$ cat config.mk
export PLATFORM = sky130hd
export DESIGN_NAME = dside_router
export DESIGN_NICKNAME = d
export VERILOG_FILES = /design/src/rtl/dsr_pkg.sv /design/src/rtl/dsr_range.sv /design/src/rtl/dsr_decode.sv /design/src/rtl/dsr_predict.sv /design/src/rtl/dsr_seq.sv /design/src/rtl/dside_router.sv
export SDC_FILE = /design/constraint.sdc
export NUM_CORES = 1
export LEC_CHECK = 0
export ABC_CLOCK_PERIOD_IN_PS = 11700
export BUFFER_PORTS_ARGS = -buffer_cell sky130_fd_sc_hd__buf_2
export CAP_MARGIN = 20
export CELL_PAD_IN_SITES_DETAIL_PLACEMENT = 1
export CELL_PAD_IN_SITES_GLOBAL_PLACEMENT = 2
export CORE_AREA = 4 4 185 187
export CTS_BUF_LIST = sky130_fd_sc_hd__clkbuf_8 sky130_fd_sc_hd__clkbuf_16
export DETAILED_ROUTE_END_ITERATION = 10
export DIE_AREA = 0 0 189 191
export GPL_ROUTABILITY_DRIVEN = 0
export PLACE_DENSITY_LB_ADDON = 0.05
export SETUP_SLACK_MARGIN = 0.05
export SLEW_MARGIN = 10
export SYNTH_ARGS = -nofsm -noshare
export SYNTH_HDL_FRONTEND = slang
export SYNTH_HIERARCHICAL = 1
export SYNTH_SLANG_ARGS = --single-unit
$ cat constraint.sdc
create_clock -name clk -period 11.7 [get_ports clk]
set_input_delay 2.34 -clock clk [delete_from_list [all_inputs] [get_ports clk]]
set_output_delay 2.34 -clock clk [all_outputs]
set_load 0.05 [all_outputs]
$ cat src/rtl/dsr_pkg.sv
package dsr_pkg;

  // One-hot-ish strobe set chosen for an access
  typedef struct packed {
    logic dtcm;
    logic itcm;
    logic c_rd;
    logic c_wr;
    logic fill;
    logic l2_rd;
    logic l2_wr;
  } route_t;

  typedef enum logic [1:0] {
    SRC_DTCM = 2'd0,
    SRC_ITCM = 2'd1,
    SRC_DC   = 2'd2
  } rsp_src_e;

endpackage

$ cat src/rtl/dsr_range.sv
module dsr_range #(
  parameter int AW = 32,
  parameter int SW = 6
) (
  input  logic          en,
  input  logic [AW-1:0] base,
  input  logic [SW-1:0] szlog,
  input  logic [AW-1:0] addr,
  output logic          hit
);

  logic [AW:0] span;
  logic [AW:0] limit;

  always_comb begin
    span  = (AW+1)'(1) << szlog;
    limit = {1'b0, base} + span;
    hit   = en && (addr >= base) && ({1'b0, addr} < limit);
  end

endmodule

$ cat src/rtl/dsr_decode.sv
module dsr_decode
  import dsr_pkg::*;
(
  input  logic   it_hit,
  input  logic   dt_hit,
  input  logic   dc_hit,
  input  logic   wr,
  input  logic   cacheable,
  input  logic   wthru,
  input  logic   cache_en,
  output route_t route
);

  always_comb begin
    route = '0;
    if (it_hit) begin
      route.itcm = 1'b1;
    end else if (dt_hit) begin
      route.dtcm = 1'b1;
    end else if (dc_hit) begin
      if (wr) begin
        route.c_wr  = 1'b1;
        route.l2_wr = wthru;
      end else begin
        route.c_rd = 1'b1;
      end
    end else if (wr) begin
      route.l2_wr = 1'b1;
    end else if (cacheable && cache_en) begin
      route.fill = 1'b1;
    end else begin
      route.l2_rd = 1'b1;
    end
  end

endmodule

$ cat src/rtl/dsr_predict.sv
module dsr_predict (
  input  logic clk,
  input  logic rst_n,
  input  logic upd,
  input  logic upd_hit,
  output logic pred
);

  logic pred_q;
  logic pred_n;

  always_comb begin
    pred_n = pred_q;
    if (upd) pred_n = upd_hit;
  end

  always_ff @(posedge clk or negedge rst_n) begin
    if (!rst_n) pred_q <= 1'b0;
    else        pred_q <= pred_n;
  end

  assign pred = pred_q;

endmodule

$ cat src/rtl/dsr_seq.sv
module dsr_seq
  import dsr_pkg::*;
#(
  parameter int AW          = 32,
  parameter int RESTART_CYC = 2,
  parameter int ITCM_DLY    = 3
) (
  input  logic          clk,
  input  logic          rst_n,
  input  logic          req_valid,
  input  logic [AW-1:0] req_addr,
  input  logic          req_write,
  input  route_t        live_route,
  input  logic          live_it,
  input  logic          live_dt,
  input  logic          pred,
  output logic          req_ready,
  output logic          issue,
  output route_t        iss_route,
  output logic          iss_write,
  output logic [AW-1:0] iss_addr,
  output logic          upd,
  output logic          upd_hit,
  output logic          spec_dtcm
);

  localparam int MAXW = (RESTART_CYC > ITCM_DLY) ? RESTART_CYC : ITCM_DLY;
  localparam int CW   = $clog2(MAXW + 1);

  typedef enum logic {S_IDLE, S_STALL} st_e;

  st_e           st_q, st_n;
  logic [CW-1:0] cnt_q, cnt_n;
  route_t        hold_route_q;
  logic          hold_wr_q;
  logic [AW-1:0] hold_addr_q;
  logic          cap;

  always_comb begin
    st_n      = st_q;
    cnt_n     = cnt_q;
    cap       = 1'b0;
    req_ready = 1'b0;
    issue     = 1'b0;
    upd       = 1'b0;
    upd_hit   = 1'b0;
    spec_dtcm = 1'b0;
    iss_route = hold_route_q;
    iss_write = hold_wr_q;
    iss_addr  = hold_addr_q;
    case (st_q)
      S_IDLE: begin
        iss_route = live_route;
        iss_write = req_write;
        iss_addr  = req_addr;
        req_ready = 1'b1;
        if (req_valid) begin
          spec_dtcm = pred;
          if (live_it) begin
            req_ready = 1'b0;
            cap       = 1'b1;
            st_n      = S_STALL;
            cnt_n     = CW'(ITCM_DLY - 1);
          end else if (live_dt != pred) begin
            req_ready = 1'b0;
            cap       = 1'b1;
            st_n      = S_STALL;
            cnt_n     = CW'(RESTART_CYC - 1);
            upd       = 1'b1;
            upd_hit   = live_dt;
          end else begin
            issue   = 1'b1;
            upd     = 1'b1;
            upd_hit = live_route.dtcm;
          end
        end
      end
      default: begin
        if (cnt_q == '0) begin
          req_ready = 1'b1;
          issue     = 1'b1;
          upd       = 1'b1;
          upd_hit   = hold_route_q.dtcm;
          st_n      = S_IDLE;
        end else begin
          cnt_n = cnt_q - 1'b1;
        end
      end
    endcase
  end

  always_ff @(posedge clk or negedge rst_n) begin
    if (!rst_n) begin
      st_q         <= S_IDLE;
      cnt_q        <= '0;
      hold_route_q <= '0;
      hold_wr_q    <= 1'b0;
      hold_addr_q  <= '0;
    end else begin
      st_q  <= st_n;
      cnt_q <= cnt_n;
      if (cap) begin
        hold_route_q <= live_route;
        hold_wr_q    <= req_write;
        hold_addr_q  <= req_addr;
      end
    end
  end

endmodule

$ cat src/rtl/dside_router.sv
module dside_router
  import dsr_pkg::*;
#(
  parameter int AW          = 32,
  parameter int DW          = 32,
  parameter int SW          = 6,
  parameter int RESTART_CYC = 2,
  parameter int ITCM_DLY    = 3
) (
  input  logic          clk,
  input  logic          rst_n,
  input  logic          req_valid,
  output logic          req_ready,
  input  logic [AW-1:0] req_addr,
  input  logic          req_write,
  input  logic          req_cacheable,
  input  logic          req_wthru,
  input  logic          cache_en,
  input  logic          dtcm_on,
  input  logic [AW-1:0] dtcm_base,
  input  logic [SW-1:0] dtcm_szlog,
  input  logic          itcm_on,
  input  logic [AW-1:0] itcm_base,
  input  logic [SW-1:0] itcm_szlog,
  input  logic          dc_hit,
  output logic [AW-1:0] mem_addr,
  output logic          dtcm_cs,
  output logic          dtcm_we,
  output logic          itcm_cs,
  output logic          itcm_we,
  output logic          dc_rd,
  output logic          dc_wr,
  output logic          fill_req,
  output logic          l2_rd,
  output logic          l2_wr,
  input  logic [DW-1:0] dtcm_rdata,
  input  logic [DW-1:0] itcm_rdata,
  input  logic [DW-1:0] dc_rdata,
  output logic          rsp_valid,
  output logic [DW-1:0] rsp_data
);

  localparam int NWIN  = 2;
  localparam int W_DT  = 0;
  localparam int W_IT  = 1;

  logic [NWIN-1:0] win_on;
  logic [AW-1:0]   win_base [NWIN];
  logic [SW-1:0]   win_sz   [NWIN];
  logic [NWIN-1:0] win_hit;

  assign win_on[W_DT]   = dtcm_on;
  assign win_on[W_IT]   = itcm_on;
  assign win_base[W_DT] = dtcm_base;
  assign win_base[W_IT] = itcm_base;
  assign win_sz[W_DT]   = dtcm_szlog;
  assign win_sz[W_IT]   = itcm_szlog;

  genvar g;
  generate
    for (g = 0; g < NWIN; g++) begin : g_win
      dsr_range #(.AW(AW), .SW(SW)) u_rng (
        .en   (win_on[g]),
        .base (win_base[g]),
        .szlog(win_sz[g]),
        .addr (req_addr),
        .hit  (win_hit[g])
      );
    end
  endgenerate

  route_t live_route;

  dsr_decode u_dec (
    .it_hit   (win_hit[W_IT]),
    .dt_hit   (win_hit[W_DT]),
    .dc_hit   (dc_hit),
    .wr       (req_write),
    .cacheable(req_cacheable),
    .wthru    (req_wthru),
    .cache_en (cache_en),
    .route    (live_route)
  );

  logic pred, upd, upd_hit, issue, iss_write, spec_dtcm;
  route_t iss_route;
  logic [AW-1:0] iss_addr;

  dsr_predict u_pred (
    .clk    (clk),
    .rst_n  (rst_n),
    .upd    (upd),
    .upd_hit(upd_hit),
    .pred   (pred)
  );

  dsr_seq #(.AW(AW), .RESTART_CYC(RESTART_CYC), .ITCM_DLY(ITCM_DLY)) u_seq (
    .clk       (clk),
    .rst_n     (rst_n),
    .req_valid (req_valid),
    .req_addr  (req_addr),
    .req_write (req_write),
    .live_route(live_route),
    .live_it   (win_hit[W_IT]),
    .live_dt   (win_hit[W_DT]),
    .pred      (pred),
    .req_ready (req_ready),
    .issue     (issue),
    .iss_route (iss_route),
    .iss_write (iss_write),
    .iss_addr  (iss_addr),
    .upd       (upd),
    .upd_hit   (upd_hit),
    .spec_dtcm (spec_dtcm)
  );

  route_t drv;

  always_comb begin
    drv      = issue ? iss_route : '0;
    mem_addr = iss_addr;
    dtcm_cs  = drv.dtcm | spec_dtcm;
    dtcm_we  = drv.dtcm & iss_write;
    itcm_cs  = drv.itcm;
    itcm_we  = drv.itcm & iss_write;
    dc_rd    = drv.c_rd;
    dc_wr    = drv.c_wr;
    fill_req = drv.fill;
    l2_rd    = drv.l2_rd;
    l2_wr    = drv.l2_wr;
  end

  // Read response: one registered pulse, source remembered for the data mux
  logic     rsp_q, rsp_n;
  rsp_src_e src_q, src_n;

  always_comb begin
    rsp_n = issue && !iss_write && (drv.dtcm || drv.itcm || drv.c_rd);
    src_n = src_q;
    if (rsp_n) begin
      if (drv.dtcm)      src_n = SRC_DTCM;
      else if (drv.itcm) src_n = SRC_ITCM;
      else               src_n = SRC_DC;
    end
  end

  always_ff @(posedge clk or negedge rst_n) begin
    if (!rst_n) begin
      rsp_q <= 1'b0;
      src_q <= SRC_DTCM;
    end else begin
      rsp_q <= rsp_n;
      src_q <= src_n;
    end
  end

  always_comb begin
    case (src_q)
      SRC_DTCM: rsp_data = dtcm_rdata;
      SRC_ITCM: rsp_data = itcm_rdata;
      default:  rsp_data = dc_rdata;
    endcase
  end

  assign rsp_valid = rsp_q;

endmodule

==> results.md, run 1 <==
- The flow ran to the end, and the final reports show no timing, DRC or antenna violations.
- The analysis attributes to cell leakage a power of 6.47 nW.
- The first TritonRoute pass finished after 4 iterations.
- In the synthesized netlist the async set-or-reset flop fraction comes to 100%.
- In the final layout, flip-flops and latches occupy 1180 sq um.
- The number of max-cap violations is 0.
- Synthesis instantiated 90 different standard cells from the library.
- The H-tree was split into 2 levels.
- The final core area utilization is 37.2%.
- STA classifies the critical path startpoint as a primary input.
- The area fraction in compound gates after synthesis is 21.6%.
- Leaving out fill and tap cells, the most frequent cell in the layout is buf_2.
- The number of input and output port buffers inserted is 288.
- The Yosys step of the flow raised 6 warnings.
- The number of cells produced by synthesis is 1216.
- The cell that appears most often on the critical path is a21o_1.
- The clock root buffer is clkbuf_16.
- The clock-pin slew on the worst setup and hold paths is 0.07 ns.
- In the final layout, the share of cells above drive strength 1 is 28.4%.
- In the final timing run, aggregate negative setup slack is 0 ns.
- The number of sinks handled by clock tree synthesis is 47.
- The detailed router placed 9878 vias in this run.
- The most used flip-flop cell after synthesis is dfrtp_1.
- The kind of path behind the tightest hold check is reg2reg.
- The adder-cell area share of the yosys netlist is 24.3%.
- The multi-input combinational cells in the finished layout cover a total of 8340 sq um.
- The worst hold path startpoint is u_seq/hold_addr_q[26].
- The post-synthesis net count is 1623.
- The origin of the worst setup path is itcm_szlog[1].
- Buffers added to address setup during post-CTS repair amount to 0.
- The fill cell total of the finished layout is 4014.
- Setup repair after global routing left no endpoint under its margin.
- The final layout net count is 1897.
- On the critical path the largest part of the delay comes from compound AO/OA/AOI/OAI gates.
- The post-synth design cell area is 10000 sq um.
- The TritonCTS buffer count is 5.
- No sink is reached through more buffers than the 2 on the longest clock path.
- The number of design rule violations left after detail routing is 0.
- For this block, the initial DRC count from the detailed router was 428.
- After synthesis, the largest family of logic cells by area is adder cells.
- Dividing the detail-routed via count by the number of cells gives 5.11.
- The number of endpoints with negative hold slack in the final report came to 0.
- The worst-case IR drop observed on VDD is 0.109 mV.
- Relative to the synthesized area, the layout overhead comes to 20.1%.
- Hold is met by 0.503 ns.
- The number of standard-cell rows in the floorplan is 66.
- Leaving out fill and tap cells, the most frequent cells in the layout are 288 x buf_2, 191 x ha_1, 107 x nor2_1, 88 x a21oi_1, 87 x nand2_1.
- The average wire length per cell after detail routing is 19.6 microns.
- The top-level I/O count is 289.
- STA puts the critical path data required time at 9.36 ns.
- The cts-stage hold buffer count is 0.
- The largest individual stage delay along the critical path comes from the cell a2111oi_2.
- The worst setup path category is in2out.
- Setup violations remaining at the end of the flow were counted as 0.
- After layout, the minimum clock period comes to 10.95 ns.
- The via count of the first global-routing pass is 10400.
- The design draws 1.69 mW.
- The largest clock skew in the final design is 0.00473 ns.
- The core region is 32500 sq um.
- In this design, the stage delay of the slowest critical-path cell is 0.55 ns.
- Summed over all layers, the routed wires come to 38000 microns.
- The arrival time reported for the critical path endpoint is 8.61 ns.
- Summing the sequential cell areas from Yosys gives 11.7% of the chip area.
- Measured against its own limit, the worst slew margin works out to 34.9%.
- The die footprint is 36100 sq um.
- The initial core utilization is 30.9%.
- The CTS tree is done.
- The initial antenna violation count is 1.
- The global-route total usage across every layer is 20.1%.
- The clock latency reported for the late side of the worst-skew pair is 0.29 ns.
- The number of pins with negative max-slew slack in the final report is 0.
- In this run the critical register-to-register path is launched from u_seq/st_q.
- Gates resized during post-CTS repair numbered 0.
- The power per standard cell area is 140 nW/um^2.
- The number of enable flip-flop cells after synthesis is 0.
- Timing would allow up to 0.0913 GHz.
- After global routing the overflow that remains totals 0.
- The die outline width is 189 microns.
- Summed over all nets, the half-perimeter wirelength after detailed placement is 33000 microns.
- The count of nets left with antenna violations once routing finished came out at 0.
- Measured along the y axis, the die boundary spans 191 microns.
- At the pin with the least slew margin, the transition time is 0.977 ns.
- The pin count of the biggest net entering global routing is 66.
- The synthesized netlist devotes 18.4% of its cell area to simple gates.
- Of the available clock period, the critical path in the final layout requires 93.6%.
- In the synthesized netlist, mux cells make up 13.8% of the area.
- Counting flops and latches in the post-synthesis netlist gives 47.
- STA classifies the critical path endpoint as an output pin.
- In this run the worst path has a maximum fanout of 12.
- The number of buffers and inverters on the critical path is 4.
- A synthesized cell averages 8.26 sq um.
- After Yosys synthesis, XOR and XNOR cells account for 4.96% of the synthesized area.
- The first global-routing pass estimated 58600 microns of wire.
cell usage after synthesis (12+ instances only):
cell type / number / share of area (%)
dfrtp_1: 47 / 12
a21oi_1: 88 / 4.4
nand3_1: 18 / 0.90
nand2_1: 87 / 3.3
nor2_1: 107 / 4.0
mux2_2: 42 / 4.7
xor2_1: 34 / 3.0
xnor2_1: 21 / 1.8
mux2_4: 39 / 5.8
inv_1: 86 / 3.2
mux2i_1: 33 / 3.3
o21ai_0: 58 / 2.9
nand2b_1: 36 / 2.2
a21o_1: 49 / 3.7
nand4_1: 21 / 1.3
nor3_1: 12 / 0.60
ha_1: 191 / 24
o21ai_1: 28 / 1.4
nor2b_1: 24 / 1.5
cells by family (layout without fill, tap and decap cells):
group / count (synthesis) / after routing
compound gates: 326 / 326
xor+xnor: 56 / 56
fa+ha+maj: 194 / 194
buf+inv: 112 / 387
flops: 47 / 47
mux: 114 / 114
other cells: 0 / 1
simple gates: 367 / 367
final timing paths:
check	endpoint	slack, ns	cells past startpoint
worst max-delay path	dtcm_cs	0.75	28
worst max register to register	u_seq/hold_addr_q[26]	9.27	5
worst min register to register	u_seq/hold_addr_q[26]	0.50	1
max in group asynchronous	u_seq/st_q	9.09	2
worst min-delay path	u_seq/hold_addr_q[26]	0.50	1
min in group asynchronous	u_seq/hold_route_q[0]	2.15	2
metal layers:
metal,wire length [microns],track usage [%]
met4,509,3.62
met3,1430,1.81
met2,17600,33.9
met1,18400,28.4
met5,0,0
worst register-to-register path, stage by stage, from the launching register on:
cell,delay [ns]
dfrtp_2,0.36
buf_4,0.50
and2b_2,0.34
o21ai_4,0.06
buf_4,0.63
mux2_2,0.42
final cells by class:
cell class | instances | area share, %
inverters | 86 | 2.68
repair buffers | 293 | 12.4
multi-input cells | 1057 | 69.2
diodes | 1 | 0.0207
clock inverters | 3 | 0.363
well taps | 442 | 4.59
clock buffers | 5 | 1.04
flip-flops and latches | 47 | 9.78
sequential cells by signal, indices dropped and copies added, names as in the netlist:
signal / count
u_seq/hold_wr_q: 1
u_pred/pred: 1
u_seq/hold_route_q: 7
rsp_valid: 1
u_seq/cnt_q: 2
src_q: 2
u_seq/st_q: 1
u_seq/hold_addr_q: 32
power by group:
part | switching, mW | total (mW) | internal [mW]
clock network | 0.0676 | 0.169 | 0.101
registers | 0.0727 | 0.313 | 0.240
logic | 0.776 | 1.21 | 0.433
total | 0.916 | 1.69 | 0.774
through the flow:
| step | cell area [sq um] | std cells | setup WS (ns) |
|---|---|---|---|
| 2_1_floorplan | 10000 | 1216 | 1.22 |
| 3_3_place_gp | 11900 | 1924 | 0.929 |
| 3_5_place_dp | 11900 | 1924 | 0.755 |
| 4_1_cts | 12000 | 1932 | 0.738 |
| 5_1_grt | 12100 | 1934 | 0.319 |
| 6_report | 12100 | 1934 | 0.752 |
Power figures use the tool's default switching activity.
==> run 2, diff against run 1 <==
--- a/config.mk
+++ b/config.mk
@@ -5,15 +5,16 @@
 export SDC_FILE = /design/constraint.sdc
 export NUM_CORES = 1
 export LEC_CHECK = 0
+export ABC_AREA = 1
 export ABC_CLOCK_PERIOD_IN_PS = 11700
 export BUFFER_PORTS_ARGS = -buffer_cell sky130_fd_sc_hd__buf_2
 export CAP_MARGIN = 20
 export CELL_PAD_IN_SITES_DETAIL_PLACEMENT = 1
 export CELL_PAD_IN_SITES_GLOBAL_PLACEMENT = 2
-export CORE_AREA = 4 4 185 187
+export CORE_AREA = 4 4 197 199
 export CTS_BUF_LIST = sky130_fd_sc_hd__clkbuf_8 sky130_fd_sc_hd__clkbuf_16
 export DETAILED_ROUTE_END_ITERATION = 10
-export DIE_AREA = 0 0 189 191
+export DIE_AREA = 0 0 201 203
 export GPL_ROUTABILITY_DRIVEN = 0
 export PLACE_DENSITY_LB_ADDON = 0.05
 export SETUP_SLACK_MARGIN = 0.05
==> results.md, run 2 <==
- After synthesis the netlist holds a flip-flop and latch count of 47.
- The register with the most flip-flops in the layout has 32 of them.
- The part of the Yosys area used for sequential elements is 11.1%.
- Ranked by flip-flop count, first place goes to u_seq/hold_addr_q.
- The number of endpoints with negative hold slack in the final report is 0.
- The total setup buffers inserted after CTS is 0.
- The clock passes through at most 2 buffers.
- The detailed placement HPWL is 39600 microns.
- The fraction of final layout cells with drive strength greater than 1 is 22.1%.
- TritonCTS created 5 clock buffers.
- The kind of cell adding the most delay to the critical path is simple AND/OR/NAND/NOR gates.
- Setup violations remaining at the end of the flow were counted as 0.
- The count of antenna-violating nets left after detailed routing is 0.
- The worst-path cell with the longest stage delay is fa_1.
- In the routed layout, each cell is associated on average with a via count of 4.86.
- In this design, the critical path's most frequently occurring cell is nand2_1.
- Gates resized during post-CTS repair numbered 0.
- The instance area after placement is 12400 sq um.
- In this run the count of I/O pins placed on the die edge is 289.
- The CTS tree is done.
- In this run the critical register-to-register path is captured at u_seq/hold_addr_q[5].
- The initial core utilization is 28.5%.
- The most frequent standard cell in the layout excluding fill and tap cells is nand2_1.
- The floorplan has 71 rows.
- The total vias in the final route is 11600.
- The cell sitting at the root of the clock tree is a clkbuf_16.
- The first global-routing pass estimated 69000 microns of wire.
- In the layout the commonest cells are 425 x nand2_1, 288 x buf_2, 229 x inv_1, 191 x ha_1, 172 x nor2_1.
- Across the VDD grid, the largest voltage drop is 0.0766 mV.
- In the final layout, the registers with the most flip-flops are u_seq/hold_addr_q x32, u_seq/hold_route_q x7.
- Yosys printed 6 warnings.
- The worst hold path startpoint is u_seq/cnt_q[1].
- The number of input and output port buffers inserted is 288.
- The worst setup timing slack at the placement stage is 1.90 ns.
- The worst path uses 83.4% of the clock period.
- The via count of the first global-routing pass came to 12100.
- The reported leakage power is 6.80 nW.
- The fill cell total of the finished layout is 4898.
- Compared with the post-synthesis result, the final layout area differs by 18.7%.
- The worst hold path passes through 2 cells.
- The launching point of the worst reg2reg path is u_seq/st_q.
- Setup slack closes at 1.94 ns.
- The count of routing violations after the opening detailed-route iteration is 395.
- The die height is 203 microns.
- The number of pins with negative max-slew slack in the final report is 0.
- The largest clock skew in the final design is 0.00618 ns.
- In this run the standard cell core region covers 37200 sq um.
- Power spread over the standard cell area amounts to 123 nW/um^2.
- The top achievable clock speed is 0.102 GHz.
- The clock reaches the later pin of the worst-skew pair after 0.29 ns.
- The flow ran to the end, and the final reports show no timing, DRC or antenna violations.
- The remaining max-slew budget at the tightest pin is 49.1%.
- The number of cells produced by synthesis is 1651.
- The pin count of the biggest net entering global routing is 81.
- Setup repair after global routing left no endpoint under its margin.
- The post-synth design cell area is 10600 sq um.
- The mean instance size in the synthesized netlist is 6.42 sq um.
- For this run, asynchronously set or reset flops after synthesis account for 100%.
- The number of cells on the worst reg-to-reg path is 6.
- The global-route total usage across every layer is 21.2%.
- nand2_1 is the most common cell in the netlist.
- Hold repair after CTS inserted 0 buffers.
- By startpoint and endpoint, the worst setup path is classified as in2out.
- The largest stage delay on the critical path is 0.44 ns.
- The finished cells cover 12600 sq um.
- Counting instances in the post-synthesis netlist gives the leading cell types as 425 x nand2_1, 229 x inv_1, 191 x ha_1, 172 x nor2_1, 107 x a21oi_1.
- STA classifies the critical path startpoint as a primary input.
- In the routed design, unresolved DRC markers number 0.
- The endpoint with the worst hold slack is u_seq/cnt_q[1].
- The number of distinct library cells after synthesis is 51.
- The area fraction of the dominant cell type after synthesis is 22.6%.
- In the final design database the tool counted 2318 nets.
- Yosys attributes the largest share of cell area to ha_1 23%, nand2_1 15%, dfrtp_1 11%.
- The die covers 40800 sq um.
- For the final routed database, the setup TNS stands at 0 ns.
- In this run the number of H-tree levels came out at 2.
- STA classifies the critical path endpoint as an output pin.
- The number of max-cap violations is 0.
- The critical path runs through a total of 36 cells.
- The arrival time reported for the critical path endpoint is 7.42 ns.
- In this run the worst hold path is classified as reg2reg.
- CTS saw 47 sinks.
- The total wirelength of the detailed-routed design is 45100 microns.
- The initial antenna violation count is 3.
- The clock-pin slew on the worst setup and hold paths is 0.06 ns.
- For the finished layout, the period the worst path requires is 9.76 ns.
- After detailed routing, the average wire length per cell comes to 18.9 microns.
- In this run the worst path has a maximum fanout of 10.
- Counting both buffers and inverters, the worst setup path holds a total of 8.
- The die outline width is 201 microns.
- The worst path required time is 9.36 ns.
- Among all flip-flop cells after synthesis, the most frequent one is dfrtp_1.
- In this run, synthesis inferred 0 flip-flops with an integrated enable.
- The number of antenna diodes in the final layout is 0.
- The register-to-register setup slack is 9.23 ns.
- The cell type with the highest aggregate area in the netlist is ha_1.
- The measured slew at the worst slew-check pin is 0.761 ns.
- The total overflow left after global routing is 0.
- Synthesis produced a netlist with a net count of 2058.
- The first-pass iteration count of the detailed router is 4.
[run 2: final cells by class]
class	instances	area (sq um)	area share, %
multi-input cells	1327	8280	65.8
repair buffers	294	1500	11.9
flip-flops and latches	47	1180	9.36
inverters	236	886	7.04
well taps	474	593	4.72
clock buffers	5	125	0.995
clock inverters	3	20.0	0.159
[run 2: how the worst max path moves through the flow]
stage / from / end
2_1_floorplan: dtcm_szlog[0] / itcm_we
3_3_place_gp: dtcm_szlog[0] / dtcm_we
3_5_place_dp: dtcm_szlog[0] / dtcm_we
4_1_cts: dtcm_szlog[0] / dtcm_we
5_1_grt: dtcm_szlog[0] / dtcm_we
6_report: dtcm_szlog[0] / dtcm_we
[run 2: per-layer routing]
metal  GRT usage, %  part of all wire (%)
met3           1.84                   2.5
met5              0                  0.11
met4           4.28                   1.9
met1           26.8                    45
met2           39.5                    50
[run 2: cell families after synthesis]
logic type / count (synthesis) / synth area share (%)
buffers and inverters: 277 / 10.7
DFF: 47 / 11.1
xor gates and xnor gates: 60 / 4.96
adders and majority gates: 193 / 22.9
and+or+nand+nor: 765 / 30.9
AOI/OAI and AO/OA: 309 / 19.4
[run 2: through the flow]
step	std cells	util, %	total power, mW	hold WS, ns
final	2386	33.8	1.55	0.474
after CTS	2385	33.7	1.57	0.479
after global placement	2377	33.3	1.41	0.458
after floorplan	1651	-	1.13	0.442
after detailed placement	2377	33.3	1.43	0.462
after global routing	2386	33.8	1.69	0.501
[run 2: tightest hold or removal path: cells and delay by family, from the launching register on]
kind / cells / cell delay, ns
and+or+nand+nor: 2 / 0.10
DFF: 1 / 0.34
[run 2: where the power goes]
part / internal (mW) / total (mW) / switching (mW)
registers: 0.234 / 0.294 / 0.0600
logic: 0.296 / 1.12 / 0.821
clock network: 0.0788 / 0.142 / 0.0636
==> run 3, diff against run 2 <==
--- a/config.mk
+++ b/config.mk
@@ -6,15 +6,15 @@
 export NUM_CORES = 1
 export LEC_CHECK = 0
 export ABC_AREA = 1
-export ABC_CLOCK_PERIOD_IN_PS = 11700
+export ABC_CLOCK_PERIOD_IN_PS = 8100
 export BUFFER_PORTS_ARGS = -buffer_cell sky130_fd_sc_hd__buf_2
 export CAP_MARGIN = 20
 export CELL_PAD_IN_SITES_DETAIL_PLACEMENT = 1
 export CELL_PAD_IN_SITES_GLOBAL_PLACEMENT = 2
-export CORE_AREA = 4 4 197 199
+export CORE_AREA = 4 4 207 209
 export CTS_BUF_LIST = sky130_fd_sc_hd__clkbuf_8 sky130_fd_sc_hd__clkbuf_16
 export DETAILED_ROUTE_END_ITERATION = 10
-export DIE_AREA = 0 0 201 203
+export DIE_AREA = 0 0 211 213
 export GPL_ROUTABILITY_DRIVEN = 0
 export PLACE_DENSITY_LB_ADDON = 0.05
 export SETUP_SLACK_MARGIN = 0.05
==> constraint.sdc (replaced) <==
create_clock -name clk -period 8.1 [get_ports clk]
set_input_delay 1.62 -clock clk [delete_from_list [all_inputs] [get_ports clk]]
set_output_delay 1.62 -clock clk [all_outputs]
set_load 0.05 [all_outputs]
==> results.md, run 3 (synthesis gave the netlist of run 2 again) <==
- In the layout the commonest cells are 415 x nand2_1, 277 x buf_2, 225 x inv_1, 187 x ha_1, 152 x nor2_1.
- The die outline width is 211 microns.
- TritonCTS built the clock tree.
- The total power is 2.35 mW.
- The initial antenna violation count is 0.
- Once the floorplan was initialized, standard cells occupied 25.9% of the core.
- The post-route netlist has 26.6% of its cells at a drive strength greater than 1.
- The via count of the first global-routing pass is 12300.
- Summed over all cells, the static leakage comes to 7.03 nW.
- The number of standard-cell rows in the floorplan is 74.
- The first global-routing pass estimated 70000 microns of wire.
- The measured slew at the worst slew-check pin is 0.864 ns.
- Compared with the post-synthesis result, the final layout area differs by 25.1%.
- IR analysis of the VDD net gives a maximum drop of 0.101 mV.
- For this block, the routed nets add up to 46600 microns of wire.
- Headroom to the max-slew limit came out at 42.4%.
- The clock latency reported for the late side of the worst-skew pair is 0.30 ns.
- The die footprint is 44900 sq um.
- The diode insertion count for antenna repair is 0.
- The largest register by flop count is u_seq/hold_addr_q.
- The flow ran to the end, and the final reports show no timing, DRC or antenna violations.
- Global routing consumed, over all layers together, 19.8% of the routing resources.
- The summed negative setup slack over all endpoints is 0 ns.
- The worst path required time is 6.48 ns.
- The largest individual stage delay along the critical path comes from the cell ha_1.
- Power spread over the standard cell area amounts to 177 nW/um^2.
- The worst setup path is of the in2out kind.
- The register with the most flip-flops in the layout has 32 of them.
- In the final layout, the registers with the most flip-flops are u_seq/hold_addr_q x32, u_seq/hold_route_q x7.
- The clock root buffer is clkbuf_16.
- The vias per cell is 4.73.
- After layout, the worst path uses 95.3% of the clock period.
- The top-level I/O count is 289.
- The path class of the tightest hold or removal check is reg2reg.
- The setup check on the worst reg-to-reg path leaves a slack of 5.82 ns.
- STA puts the critical path data arrival time at 6.10 ns.
- The setup slack of the critical path after layout is 0.379 ns.
- In this run the worst path has a maximum fanout of 10.
- Across the routed clock network, the largest skew measured is 0.00817 ns.
- Detailed placement ended at an HPWL of 40900 microns.
- The number of endpoints with negative hold slack in the final report was 0.
- The kind of start point of the critical path is a primary input.
- The number of pins with negative max-slew slack in the final report is 0.
- The number of max-cap violations is 0.
- TritonCTS created 5 clock buffers.
- The first-pass iteration count of the detailed router is 4.
- The clock tree synthesis step divided the H-tree into 2 levels.
- Setup violations remaining at the end of the flow were counted as 0.
- The die height is 213 microns.
- The element type at the critical path end is an output pin.
- The cts-stage hold buffer count is 0.
- After detailed routing, the average wire length per cell comes to 18.8 microns.
- The total vias in the final route is 11700.
- The leftover overflow at the end of global routing is 0.
- After the flow finishes, the layout carries non-filler instances totaling 2481.
- The number of sinks handled by clock tree synthesis is 47.
- In this run the remaining antenna-violating nets after routing total 0.
- The number of input and output port buffers inserted is 288.
- After the last flow step, the layout net total stands at 2355.
- The shortest period the worst path allows is 7.72 ns.
- Setup repair after global routing could not meet its margin everywhere.
- In the routed design, unresolved DRC markers number 0.
- In this run the standard cell core region covers 40800 sq um.
- The clock-pin slew on the worst setup and hold paths is 0.07 ns.
- The top achievable clock speed is 0.130 GHz.
- After the first detailed-routing iteration, the DRC count stood at 373.
- Entering global routing, the biggest net connects 88 pins.
- The library cell used most frequently in the layout, excluding fill and tap cells, is nand2_1.
- No sink is reached through more buffers than the 2 on the longest clock path.
- On the worst path, the slowest cell contributes a delay of 0.26 ns.
- The worst setup timing slack at the placement stage is -0.0941 ns.
- The most used cell along the critical path is nand2_1.
- The number of cells in the design after placement is 2448.
run 3: where the power goes:
part	total, mW	leakage, nW	switching, mW	internal (mW)
clock	0.253	0.0875	0.0976	0.155
sequential	0.401	0.597	0.0632	0.338
combinational	1.69	6.34	1.23	0.459
total	2.35	7.03	1.39	0.952
run 3: routing by layer:
metal  track usage, %  wire [microns]  up-vias  part of all wire, %
li1                 -               -     6059                    -
met1             25.9           21100     5447                   45
met2             36.0           23400      183                   50
met3             1.09            1130       36                  2.4
met4             4.23             923        0                  2.0
met5                0               0        -                    0
run 3: per-stage QoR:
stage	utilization, %	hold slack (ns)	cell area, sq um
6_report	32.4	0.476	13200
4_1_cts	31.3	0.484	12800
3_5_place_dp	30.8	0.467	12600
2_1_floorplan	-	0.442	10600
5_1_grt	32.4	0.494	13200
3_3_place_gp	30.8	0.456	12600
run 3: layout make-up:
class	count	area [sq um]
Clock buffer	6	139
Clock inverter	2	38.8
Fill cell	5285	27600
Inverter	236	886
Multi-Input combinational cell	1327	8500
Sequential cell	47	1180
Tap cell	532	666
Timing Repair Buffer	331	1840
run 3: timing repair:
item                                    CTS  global route
resized for setup                         8            87
endpoints found under the setup margin    7            10
pin swaps                                 0            37
hold endpoints to repair                  0             0
buffers inserted                          0            24
gates cloned                              0             0
run 3: critical path: cells and delay by family:
kind	cells	cell delay [ns]
xor+xnor	1	0.20
buf+inv	7	0.81
simple gates	22	1.90
compound gates	6	1.06
fa+ha+maj	2	0.50
run 3: path summary, 6_finish.rpt:
check                                     from               endpoint  cells after the start
min in group asynchronous                rst_n   u_seq/hold_addr_q[0]                      2
worst min register to register  u_seq/cnt_q[1]         u_seq/cnt_q[1]                      2
worst min-delay path            u_seq/cnt_q[1]         u_seq/cnt_q[1]                      2
max in group asynchronous                rst_n             u_seq/st_q                      2
worst max register to register      u_seq/st_q  u_seq/hold_addr_q[17]                      6
worst max-delay path             dtcm_szlog[1]                itcm_we                     38
